`src/rtl/dac_write_seq.sv`:
```
`timescale 1ns/1ps
module dac_write_seq #(
  parameter int CODE_W = 16,
  parameter int T_CSS  = 1,
  parameter int T_HIGH = 3,
  parameter int T_LOW  = 3,
  parameter int T_CSH  = 3,
  parameter int T_LDW  = 3
) (
  input  logic              clk,
  input  logic              rst_n,
  input  logic              cmd_valid,
  output logic              cmd_ready,
  input  logic [1:0]        cmd_addr,
  input  logic [CODE_W-1:0] cmd_code,
  input  logic              cmd_defer,
  input  logic              cmd_commit,
  output logic              dac_cs_n,
  output logic              dac_sclk,
  output logic              dac_sdi,
  output logic              dac_ld_n,
  output logic              busy,
  output logic              done
);
  localparam int FRAME_W = CODE_W + 2;
  localparam int T_A     = (T_CSS > T_HIGH) ? T_CSS : T_HIGH;
  localparam int T_B     = (T_LOW > T_CSH) ? T_LOW : T_CSH;
  localparam int T_C     = (T_A > T_B) ? T_A : T_B;
  localparam int T_MAX   = (T_C > T_LDW) ? T_C : T_LDW;
  localparam int CW      = $clog2(T_MAX + 1);
  localparam int BW      = $clog2(FRAME_W);

  typedef enum logic [2:0] {S_IDLE, S_SETUP, S_HIGH, S_LOW, S_TAIL, S_STROBE} st_t;

  st_t               st;
  logic [CW-1:0]     cnt;
  logic [BW-1:0]     bits_left;
  logic [FRAME_W-1:0] shreg;
  logic              defer_q;

  assign cmd_ready = (st == S_IDLE);
  assign busy      = ~cmd_ready;
  wire   cnt_end   = (cnt == '0);

  always_ff @(posedge clk or negedge rst_n) begin
    if (!rst_n) begin
      st        <= S_IDLE;
      cnt       <= '0;
      bits_left <= '0;
      shreg     <= '0;
      defer_q   <= 1'b0;
      dac_cs_n  <= 1'b1;
      dac_sclk  <= 1'b0;
      dac_sdi   <= 1'b0;
      dac_ld_n  <= 1'b1;
      done      <= 1'b0;
    end else begin
      done <= 1'b0;
      unique case (st)
        S_IDLE: begin
          if (cmd_valid) begin
            if (cmd_commit) begin
              dac_ld_n <= 1'b0;
              cnt      <= CW'(T_LDW - 1);
              st       <= S_STROBE;
            end else begin
              shreg     <= {cmd_addr, cmd_code};
              dac_sdi   <= cmd_addr[1];
              defer_q   <= cmd_defer;
              bits_left <= BW'(FRAME_W - 1);
              dac_cs_n  <= 1'b0;
              cnt       <= CW'(T_CSS - 1);
              st        <= S_SETUP;
            end
          end
        end
        S_SETUP, S_LOW: begin
          if (cnt_end) begin
            dac_sclk <= 1'b1;
            cnt      <= CW'(T_HIGH - 1);
            st       <= S_HIGH;
          end else begin
            cnt <= cnt - 1'b1;
          end
        end
        S_HIGH: begin
          if (cnt_end) begin
            dac_sclk <= 1'b0;
            if (bits_left == '0) begin
              cnt <= CW'(T_CSH - 1);
              st  <= S_TAIL;
            end else begin
              dac_sdi   <= shreg[FRAME_W-2];
              shreg     <= shreg << 1;
              bits_left <= bits_left - 1'b1;
              cnt       <= CW'(T_LOW - 1);
              st        <= S_LOW;
            end
          end else begin
            cnt <= cnt - 1'b1;
          end
        end
        S_TAIL: begin
          if (cnt_end) begin
            dac_cs_n <= 1'b1;
            dac_sdi  <= 1'b0;
            if (defer_q) begin
              done <= 1'b1;
              st   <= S_IDLE;
            end else begin
              dac_ld_n <= 1'b0;
              cnt      <= CW'(T_LDW - 1);
              st       <= S_STROBE;
            end
          end else begin
            cnt <= cnt - 1'b1;
          end
        end
        S_STROBE: begin
          if (cnt_end) begin
            dac_ld_n <= 1'b1;
            done     <= 1'b1;
            st       <= S_IDLE;
          end else begin
            cnt <= cnt - 1'b1;
          end
        end
        default: st <= S_IDLE;
      endcase
    end
  end
endmodule

```
`config.mk`:
```
export PLATFORM = sky130hd
export DESIGN_NAME = dac_write_seq
export DESIGN_NICKNAME = d
export VERILOG_FILES = /design/src/rtl/dac_write_seq.sv
export SDC_FILE = /design/constraint.sdc
export NUM_CORES = 1
export LEC_CHECK = 0
export BUFFER_PORTS_ARGS = -buffer_cell sky130_fd_sc_hd__buf_2
export CORE_MARGIN = 8
export CORE_UTILIZATION = 60
export CTS_CLUSTER_SIZE = 25
export DETAILED_ROUTE_END_ITERATION = 10
export PLACE_DENSITY_LB_ADDON = 0.15
export SETUP_SLACK_MARGIN = 0.05
export SLEW_MARGIN = 10
export SYNTH_ARGS = -nofsm -noshare
export SYNTH_HDL_FRONTEND = slang
export SYNTH_SLANG_ARGS = --single-unit
```
`constraint.sdc`:
```
create_clock -name clk -period 3.65 [get_ports clk]
set_clock_uncertainty 0.2 [all_clocks]
set_input_delay 0.73 -clock clk [delete_from_list [all_inputs] [get_ports clk]]
set_output_delay 0.73 -clock clk [all_outputs]
set_load 0.02 [all_outputs]
```
==> key figures, run 1 <==
Setup path
  • Worst setup EP type: output pin
  • Worst-path maximum fanout: 15
  • Crit path DAT: 1700 ps
  • Critical path class: reg2out
  • Startpoint types: register
  • Worst path required time: 2720 ps

Routing
  • Drt first-iter violations: 84
  • First drt pass iteration count: 4
  • Final ANT Viol Nets: 0
  • Via density: 5.97
  • Post-detailed-route wirelength per cell: 17.1 um
  • Final wirelength: 3.91 mm
  • DRC: 0
  • Via count: 1361

Placement
  • Port bufs: 29
  • Post-DP HPWL: 2.78 mm
  • Gpl congestion: 0.900
  • Cells after DPL: 220

Logic synthesis
  • Syn Inst Count: 164
  • Seq cells post-synth: 33
  • Ys async rst share: 100%
  • Synth Area per Inst: 11.3 um2
  • Yosys warnings: 0
  • Yosys top cell area share: 41.9%
  • Synth cell types: 43
  • Top area cells in the synthesized netlist: dfrtp_1 (42%), mux2_2 (18%), mux2_4 (5.7%), o21ai_0 (3.2%), dfstp_2 (2.8%)
  • Leading area contributor after synthesis: dfrtp_1
  • Most used DFF post-synth: dfrtp_1
  • Sequential share of the synthesized area: 44.7%
  • Syn Nets: 190
  • Top-count cell post-synth: dfrtp_1
  • Number of synthesized flops with an enable pin: 0
  • Commonest cells in the netlist: dfrtp_1 (31), mux2_2 (29), nand2_1 (12), nor2_1 (12), o21ai_0 (12)
  • Cell area after synthesis: 0.00185 mm2

Die
  • # rows: 20
  • Core area: 0.00300 mm2
  • Die ar.: 0.00512 mm2
  • Io pins: 30
  • Initial Utilization: 61.7%
  • Die Ht: 71.6 um
  • Die width: 71.6 um

Job
  • Max-cap violations: 0

STA
  • Slew Limit Headroom: 51.9%
  • Worst-Margin Slew: 721 ps
  • Final Cycle Share: 72.0%
  • Max frequency: 381 MHz
  • Fin crit period: 2630 ps
  • RSZ-0062 raised after global routing: false
  • Final Hold Fails: 0
  • Final-report setup violation count: 0
  • Post-route setup TNS: 0 ps
  • Slew Viols, Final: 0

Finish
  • Area grow syn2layout: 10.0%
  • Antenna cell count: 0
  • Fillers: 242
  • Fin cells: 228
  • Final net count: 220
  • Layout cells sized above 1: 42.1%

Power and ir drop
  • Pwr dens: 807 mW/mm2
  • Switching pwr: 0.622 mW
  • Clock power frac: 12.3%
  • Maximum resistive drop on vdd: 0.000379 V
  • P_int: 1.02 mW
  • Comb pwr share: 47.6%
  • Sequential fraction of design power: 40.1%
  • P_leak: 0.955 nW
  • Switch share: 37.8%

CTS
  • TritonCTS clock tree: yes
  • Reg clk slew, reported paths: 110 ps
  • Clock root cell: clkbuf_4
  • Clock buffer count from CTS: 5
  • CTS max path bufs: 2
  • H-Tree Depth: 2
  • Cts hold-fix bufs: 0
  • Post-CTS Setup Bufs: 0
  • Resized cells post-CTS: 0
  • Clock sink total: 33
  • Worst skew pair latency: 340 ps

GRT
  • Met1 Use GR: 19.9%
  • Largest net degree at the start of global routing: 34
  • Global-route wire length before repair: 6.77 mm
  • Gr ovfl total: 0
  • Met2 usage: 26.7%
  • Vias in the first global route: 1475
  • Met3 Use GR: 5.72%
  • Overall Global Routing Usage: 16.7%
  • Most Crowded Layer GR: met2
  • Initial antenna violation count: 0

Worst hold path
  • Hold Crit Class: in2async

Run status
  • Outcome: finished, final reports clean
power groups by stage:
stage	clock (mW)	sequential (mW)	combinational, mW
global placement	0	0.650	0.748
CTS	0.209	0.659	0.787
detailed placement	0	0.665	0.781
finish	0.202	0.660	0.782
global route	0.221	0.682	0.868
floorplan	0	0.629	0.675
path summary, 6_finish.rpt:
path,startpoint,endpoint,slack (ps),depth (start not counted)
setup / recovery,st[0],busy,1020,4
hold reg to reg,dac_ld_n,dac_ld_n,290,2
min in group clk,dac_ld_n,dac_ld_n,290,2
setup reg to reg,bits_left[1],shreg[7],1210,6
max in group asynchronous,rst_n,bits_left[0],2550,1
hold / removal,rst_n,defer_q,230,1
registers in the layout, indices dropped and copies added, names as in the netlist:
name,flops
shreg,17
bits_left,5
st,3
cnt,2
dac_cs_n,1
dac_ld_n,1
dac_sclk,1
dac_sdi,1
defer_q,1
done,1
per-stage QoR:
step | power, mW | hold slack (ps) | setup slack, ps | area [um2] | utilization [%]
6_report | 1.64 | 228 | 1020 | 2040 | 67.8
3_3_place_gp | 1.40 | 270 | 1260 | 1990 | 66.1
3_5_place_dp | 1.45 | 281 | 1220 | 1990 | 66.1
4_1_cts | 1.66 | 240 | 1010 | 2040 | 67.8
2_1_floorplan | 1.30 | 234 | 1440 | 1850 | -
5_1_grt | 1.77 | 271 | 911 | 2040 | 67.8
layout by cell type (no fill, tap or decap), types with 2 or more instances in the layout:
| cell | n |
|---|---|
| ha_1 | 3 |
| o221ai_1 | 2 |
| dfrtp_1 | 31 |
| mux2_2 | 29 |
| a21oi_1 | 6 |
| clkinv_2 | 2 |
| dfstp_2 | 2 |
| clkbuf_4 | 5 |
| mux2_4 | 7 |
| o21ai_0 | 12 |
| inv_1 | 8 |
| nor2b_1 | 3 |
| buf_2 | 29 |
| nor2_1 | 12 |
| nand2_1 | 12 |
| a31oi_1 | 2 |
| or3_1 | 2 |
| nand3_1 | 3 |
critical path, stage by stage, from the launching register on:
cell and delay [ps]:
dfrtp_1 560, or2_1 360, nor2_1 140, inv_1 110, buf_2 180
cell families after synthesis:
| logic type | Yosys count | synth area share, % |
|---|---|---|
| flip-flops | 33 | 44.7 |
| adder cells (fa/ha/maj) | 3 | 2.03 |
| multiplexers | 37 | 23.9 |
| buffers and inverters | 15 | 4.86 |
| AND/OR/NAND/NOR | 40 | 11.3 |
| AO/OA/AOI/OAI | 36 | 13.2 |
routing by layer:
metal / wire [um] / share of wire [%]
met1: 1680 / 43
met2: 1910 / 49
met3: 250 / 6.4
met4: 73 / 1.9
met5: 0 / 0
final cells by class:
cell class,instances,area [um2],area share (%)
clock buffer,6,41.3,2.03
clock inverter,2,10.0,0.491
multi-input combinational,116,933,45.8
sequential,33,828,40.7
inverter,8,30.0,1.47
timing repair buffer,30,153,7.49
tap,33,41.3,2.03
No activity file was read; power rests on OpenSTA's default activity.
==> inputs of run 2 (changes only) <==
--- a/config.mk
+++ b/config.mk
@@ -5,9 +5,10 @@
 export SDC_FILE = /design/constraint.sdc
 export NUM_CORES = 1
 export LEC_CHECK = 0
+export ABC_AREA = 1
 export BUFFER_PORTS_ARGS = -buffer_cell sky130_fd_sc_hd__buf_2
 export CORE_MARGIN = 8
-export CORE_UTILIZATION = 60
+export CORE_UTILIZATION = 56
 export CTS_CLUSTER_SIZE = 25
 export DETAILED_ROUTE_END_ITERATION = 10
 export PLACE_DENSITY_LB_ADDON = 0.15
==> constraint.sdc (replaced) <==
create_clock -name clk -period 2.6 [get_ports clk]
set_clock_uncertainty 0.2 [all_clocks]
set_input_delay 0.52 -clock clk [delete_from_list [all_inputs] [get_ports clk]]
set_output_delay 0.52 -clock clk [all_outputs]
set_load 0.02 [all_outputs]
==> run 2 against run 1 <==
Against the previous run: sequential power is 40% higher; largest cell class unchanged; sequential share of layout area is 2.6 points lower; clock power is 64% higher; worst hold slack worse by 180 ps; worst setup slack worse by 700 ps.
==> key figures, run 2 <==
Setup path
  • R2R Setup Slk: 580 ps (-630 ps)
  • Crit-path slowest cell: dfrtp_1
  • Cell chain of the critical path: inv_1, nand2_1, nor2_1, buf_2
  • Worst setup EP type: output pin
  • Startpoint types: register
  • Worst path required time: 1880 ps (-840 ps)
  • CP startpoint: st[1]
  • Reg2reg end: bits_left[4]
  • Critical path class: reg2out
  • Worst-path maximum fanout: 6 (-9)
  • Critical path capture point: cmd_ready
  • Slowest stage delay, CP: 530 ps (-30 ps)
  • Crit path DAT: 1560 ps (-140 ps)
  • Worst reg2reg path depth: 8 (+2)
  • Reg2reg start: st[2]

STA
  • Slew Limit Headroom: 49.2% (-2.7 points)
  • Fin crit period: 2280 ps
  • Slew Viols, Final: 0 (unchanged)
  • Worst-Margin Slew: 762 ps (+41.0 ps)
  • RSZ-0062 raised after global routing: false
  • Post-route setup TNS: 0 ps (unchanged)
  • Final Hold Fails: 0 (unchanged)
  • Final-report setup violation count: 0 (unchanged)
  • Final Cycle Share: 87.6%
  • Max frequency: 439 MHz

Power and ir drop
  • Pwr dens: 1300 mW/mm2 (+61%)
  • Maximum resistive drop on vdd: 0.000779 V (+110%)
  • P_leak: 1.27 nW (+33%)

CTS
  • CTS max path bufs: 2 (unchanged)
  • Resized cells post-CTS: 0 (unchanged)
  • Worst skew pair latency: 340 ps (about the same)
  • Clock buffer count from CTS: 5 (unchanged)
  • TritonCTS clock tree: yes
  • Clock sink total: 33 (unchanged)
  • H-Tree Depth: 2 (unchanged)
  • Clock root cell: clkbuf_4
  • Cts hold-fix bufs: 0 (unchanged)
  • Reg clk slew, reported paths: 100 ps (about the same)
  • Post-CTS Setup Bufs: 0 (unchanged)

Finish
  • Top reg by flops: shreg
  • Area grow syn2layout: 10.6%
  • Most frequent cells in the layout: nand2_1 (135), nand3_1 (40), dfrtp_1 (31), buf_2 (29), inv_1 (17)
  • Antenna cell count: 0 (unchanged)
  • Fillers: 350 (+45%)
  • Max reg flops: 17 (unchanged)
  • Layout cells sized above 1: 17.4% (-25 points)
  • Final net count: 330 (+50%)
  • Fin cells: 351 (+54%)
  • Commonest non-fill, non-tap cell in the layout: nand2_1
  • Post-Layout Inst Area: 0.00218 mm2 (+6.9%)
  • Largest regs: shreg (17), bits_left (5), st (3)

Routing
  • First drt pass iteration count: 4 (unchanged)
  • DRC: 0 (unchanged)
  • Via density: 5.00 (-16%)
  • Final wirelength: 4.29 mm (+9.7%)
  • Drt first-iter violations: 135 (+61%)
  • Via count: 1755 (+29%)
  • Final ANT Viol Nets: 0 (unchanged)
  • Post-detailed-route wirelength per cell: 12.2 um (-29%)

GRT
  • Largest net degree at the start of global routing: 34 (unchanged)
  • Initial antenna violation count: 0 (unchanged)
  • Global-route wire length before repair: 7.46 mm (+10%)
  • Vias in the first global route: 1655 (+12%)
  • Gr ovfl total: 0 (unchanged)
  • Overall Global Routing Usage: 17.2% (+0.41 points)

Logic synthesis
  • Yosys top cell area share: 39.4% (-2.5 points)
  • Syn Inst Count: 277 (+69%)
  • Top area cells in the synthesized netlist: dfrtp_1 (39%), nand2_1 (26%), nand3_1 (10%), inv_1 (3.2%), dfstp_2 (2.7%)
  • Commonest cells in the netlist: nand2_1 (135), nand3_1 (40), dfrtp_1 (31), inv_1 (17), nor2_1 (11)
  • Ys async rst share: 100% (unchanged)
  • Synth cell types: 26 (-40%)
  • Yosys warnings: 0 (unchanged)
  • Top-count cell post-synth: nand2_1
  • Number of synthesized flops with an enable pin: 0 (unchanged)
  • Syn Nets: 303 (+59%)
  • Leading area contributor after synthesis: dfrtp_1
  • Sequential share of the synthesized area: 42.1% (-2.6 points)
  • Synth Area per Inst: 7.11 um2 (-37%)
  • Most used DFF post-synth: dfrtp_1
  • Seq cells post-synth: 33 (unchanged)
  • Cell area after synthesis: 0.00197 mm2 (+6.3%)

Worst hold path
  • Hold Crit Class: in2async

Placement
  • Gpl congestion: 0.896 (-0.36%)
  • Cells after DPL: 343 (+56%)
  • Post-DP HPWL: 3.10 mm (+12%)
  • Post-placement cell area: 0.00211 mm2 (+6.1%)
  • Port bufs: 29 (unchanged)

Die
  • Die ar.: 0.00567 mm2 (+11%)
  • Die width: 75.3 um (+5.2%)
  • Core area: 0.00336 mm2 (+12%)
  • Io pins: 30 (unchanged)
  • Initial Utilization: 58.5% (-3.1 points)
  • # rows: 21 (+5.0%)
  • Die Ht: 75.3 um (+5.2%)

Run status
  • Outcome: finished, final reports clean

Job
  • Max-cap violations: 0 (unchanged)
## run 2: cells by family after synthesis
kind of cell | Yosys count | synth area share, %
flops | 33 | 42.1
buf+inv | 33 | 8.52
simple gates | 196 | 43.7
xor+xnor | 1 | 0.445
fa+ha+maj | 3 | 1.91
compound gates | 11 | 3.37
## run 2: worst max-delay path, delay by kind of cell, from the launching register on
family,cells,cell delay [ps]
and+or+nand+nor,2,330
buffers and inverters,2,370
DFF,1,530
## run 2: final cells by class
class	instances	area [um2]	share of cell area, %
Multi-Input combinational cell	211	972	44.7
Sequential cell	33	828	38.0
Timing Repair Buffer	32	168	7.70
Inverter	21	81.3	3.74
Clock buffer	7	65.1	2.99
Tap cell	46	57.6	2.64
Clock inverter	1	5.00	0.230
## run 2: layer usage
layer  track usage (%)  vias to the layer above  share of wire, %
met5                 0                        -                 0
met2              24.5                       40                45
met1              23.6                      785                48
li1                  -                      922                 -
met3              5.86                        8               5.6
met4              5.33                        0               1.4
## run 2: through the flow
stage / hold slack (ps) / total power, mW / utilization, % / setup WS, ps
6_report: 44.5 / 2.82 / 64.7 / 322
5_1_grt: 83.8 / 3.13 / 64.7 / 275
4_1_cts: 53.2 / 2.85 / 64.7 / 344
3_5_place_dp: 259 / 2.51 / 62.6 / 573
3_3_place_gp: 254 / 2.48 / 62.6 / 609
2_1_floorplan: 24.4 / 2.25 / - / 866
## run 2: worst min-delay path by stage
stage,start,to,slack (ps),depth (start not counted)
after floorplan,rst_n,bits_left[0],20,0
after global placement,shreg[7],shreg[7],250,2
final,rst_n,shreg[0],40,1
after detailed placement,shreg[1],shreg[1],260,2
after global routing,rst_n,st[0],80,1
after CTS,rst_n,defer_q,50,1
## run 2: power by group
part | leakage [nW] | total (mW) | internal [mW] | switching [mW]
Clock | 0.0413 | 0.331 | 0.157 | 0.174
Combinational | 0.822 | 1.57 | 0.522 | 1.05
Sequential | 0.410 | 0.927 | 0.751 | 0.176
Total | 1.27 | 2.82 | 1.43 | 1.40
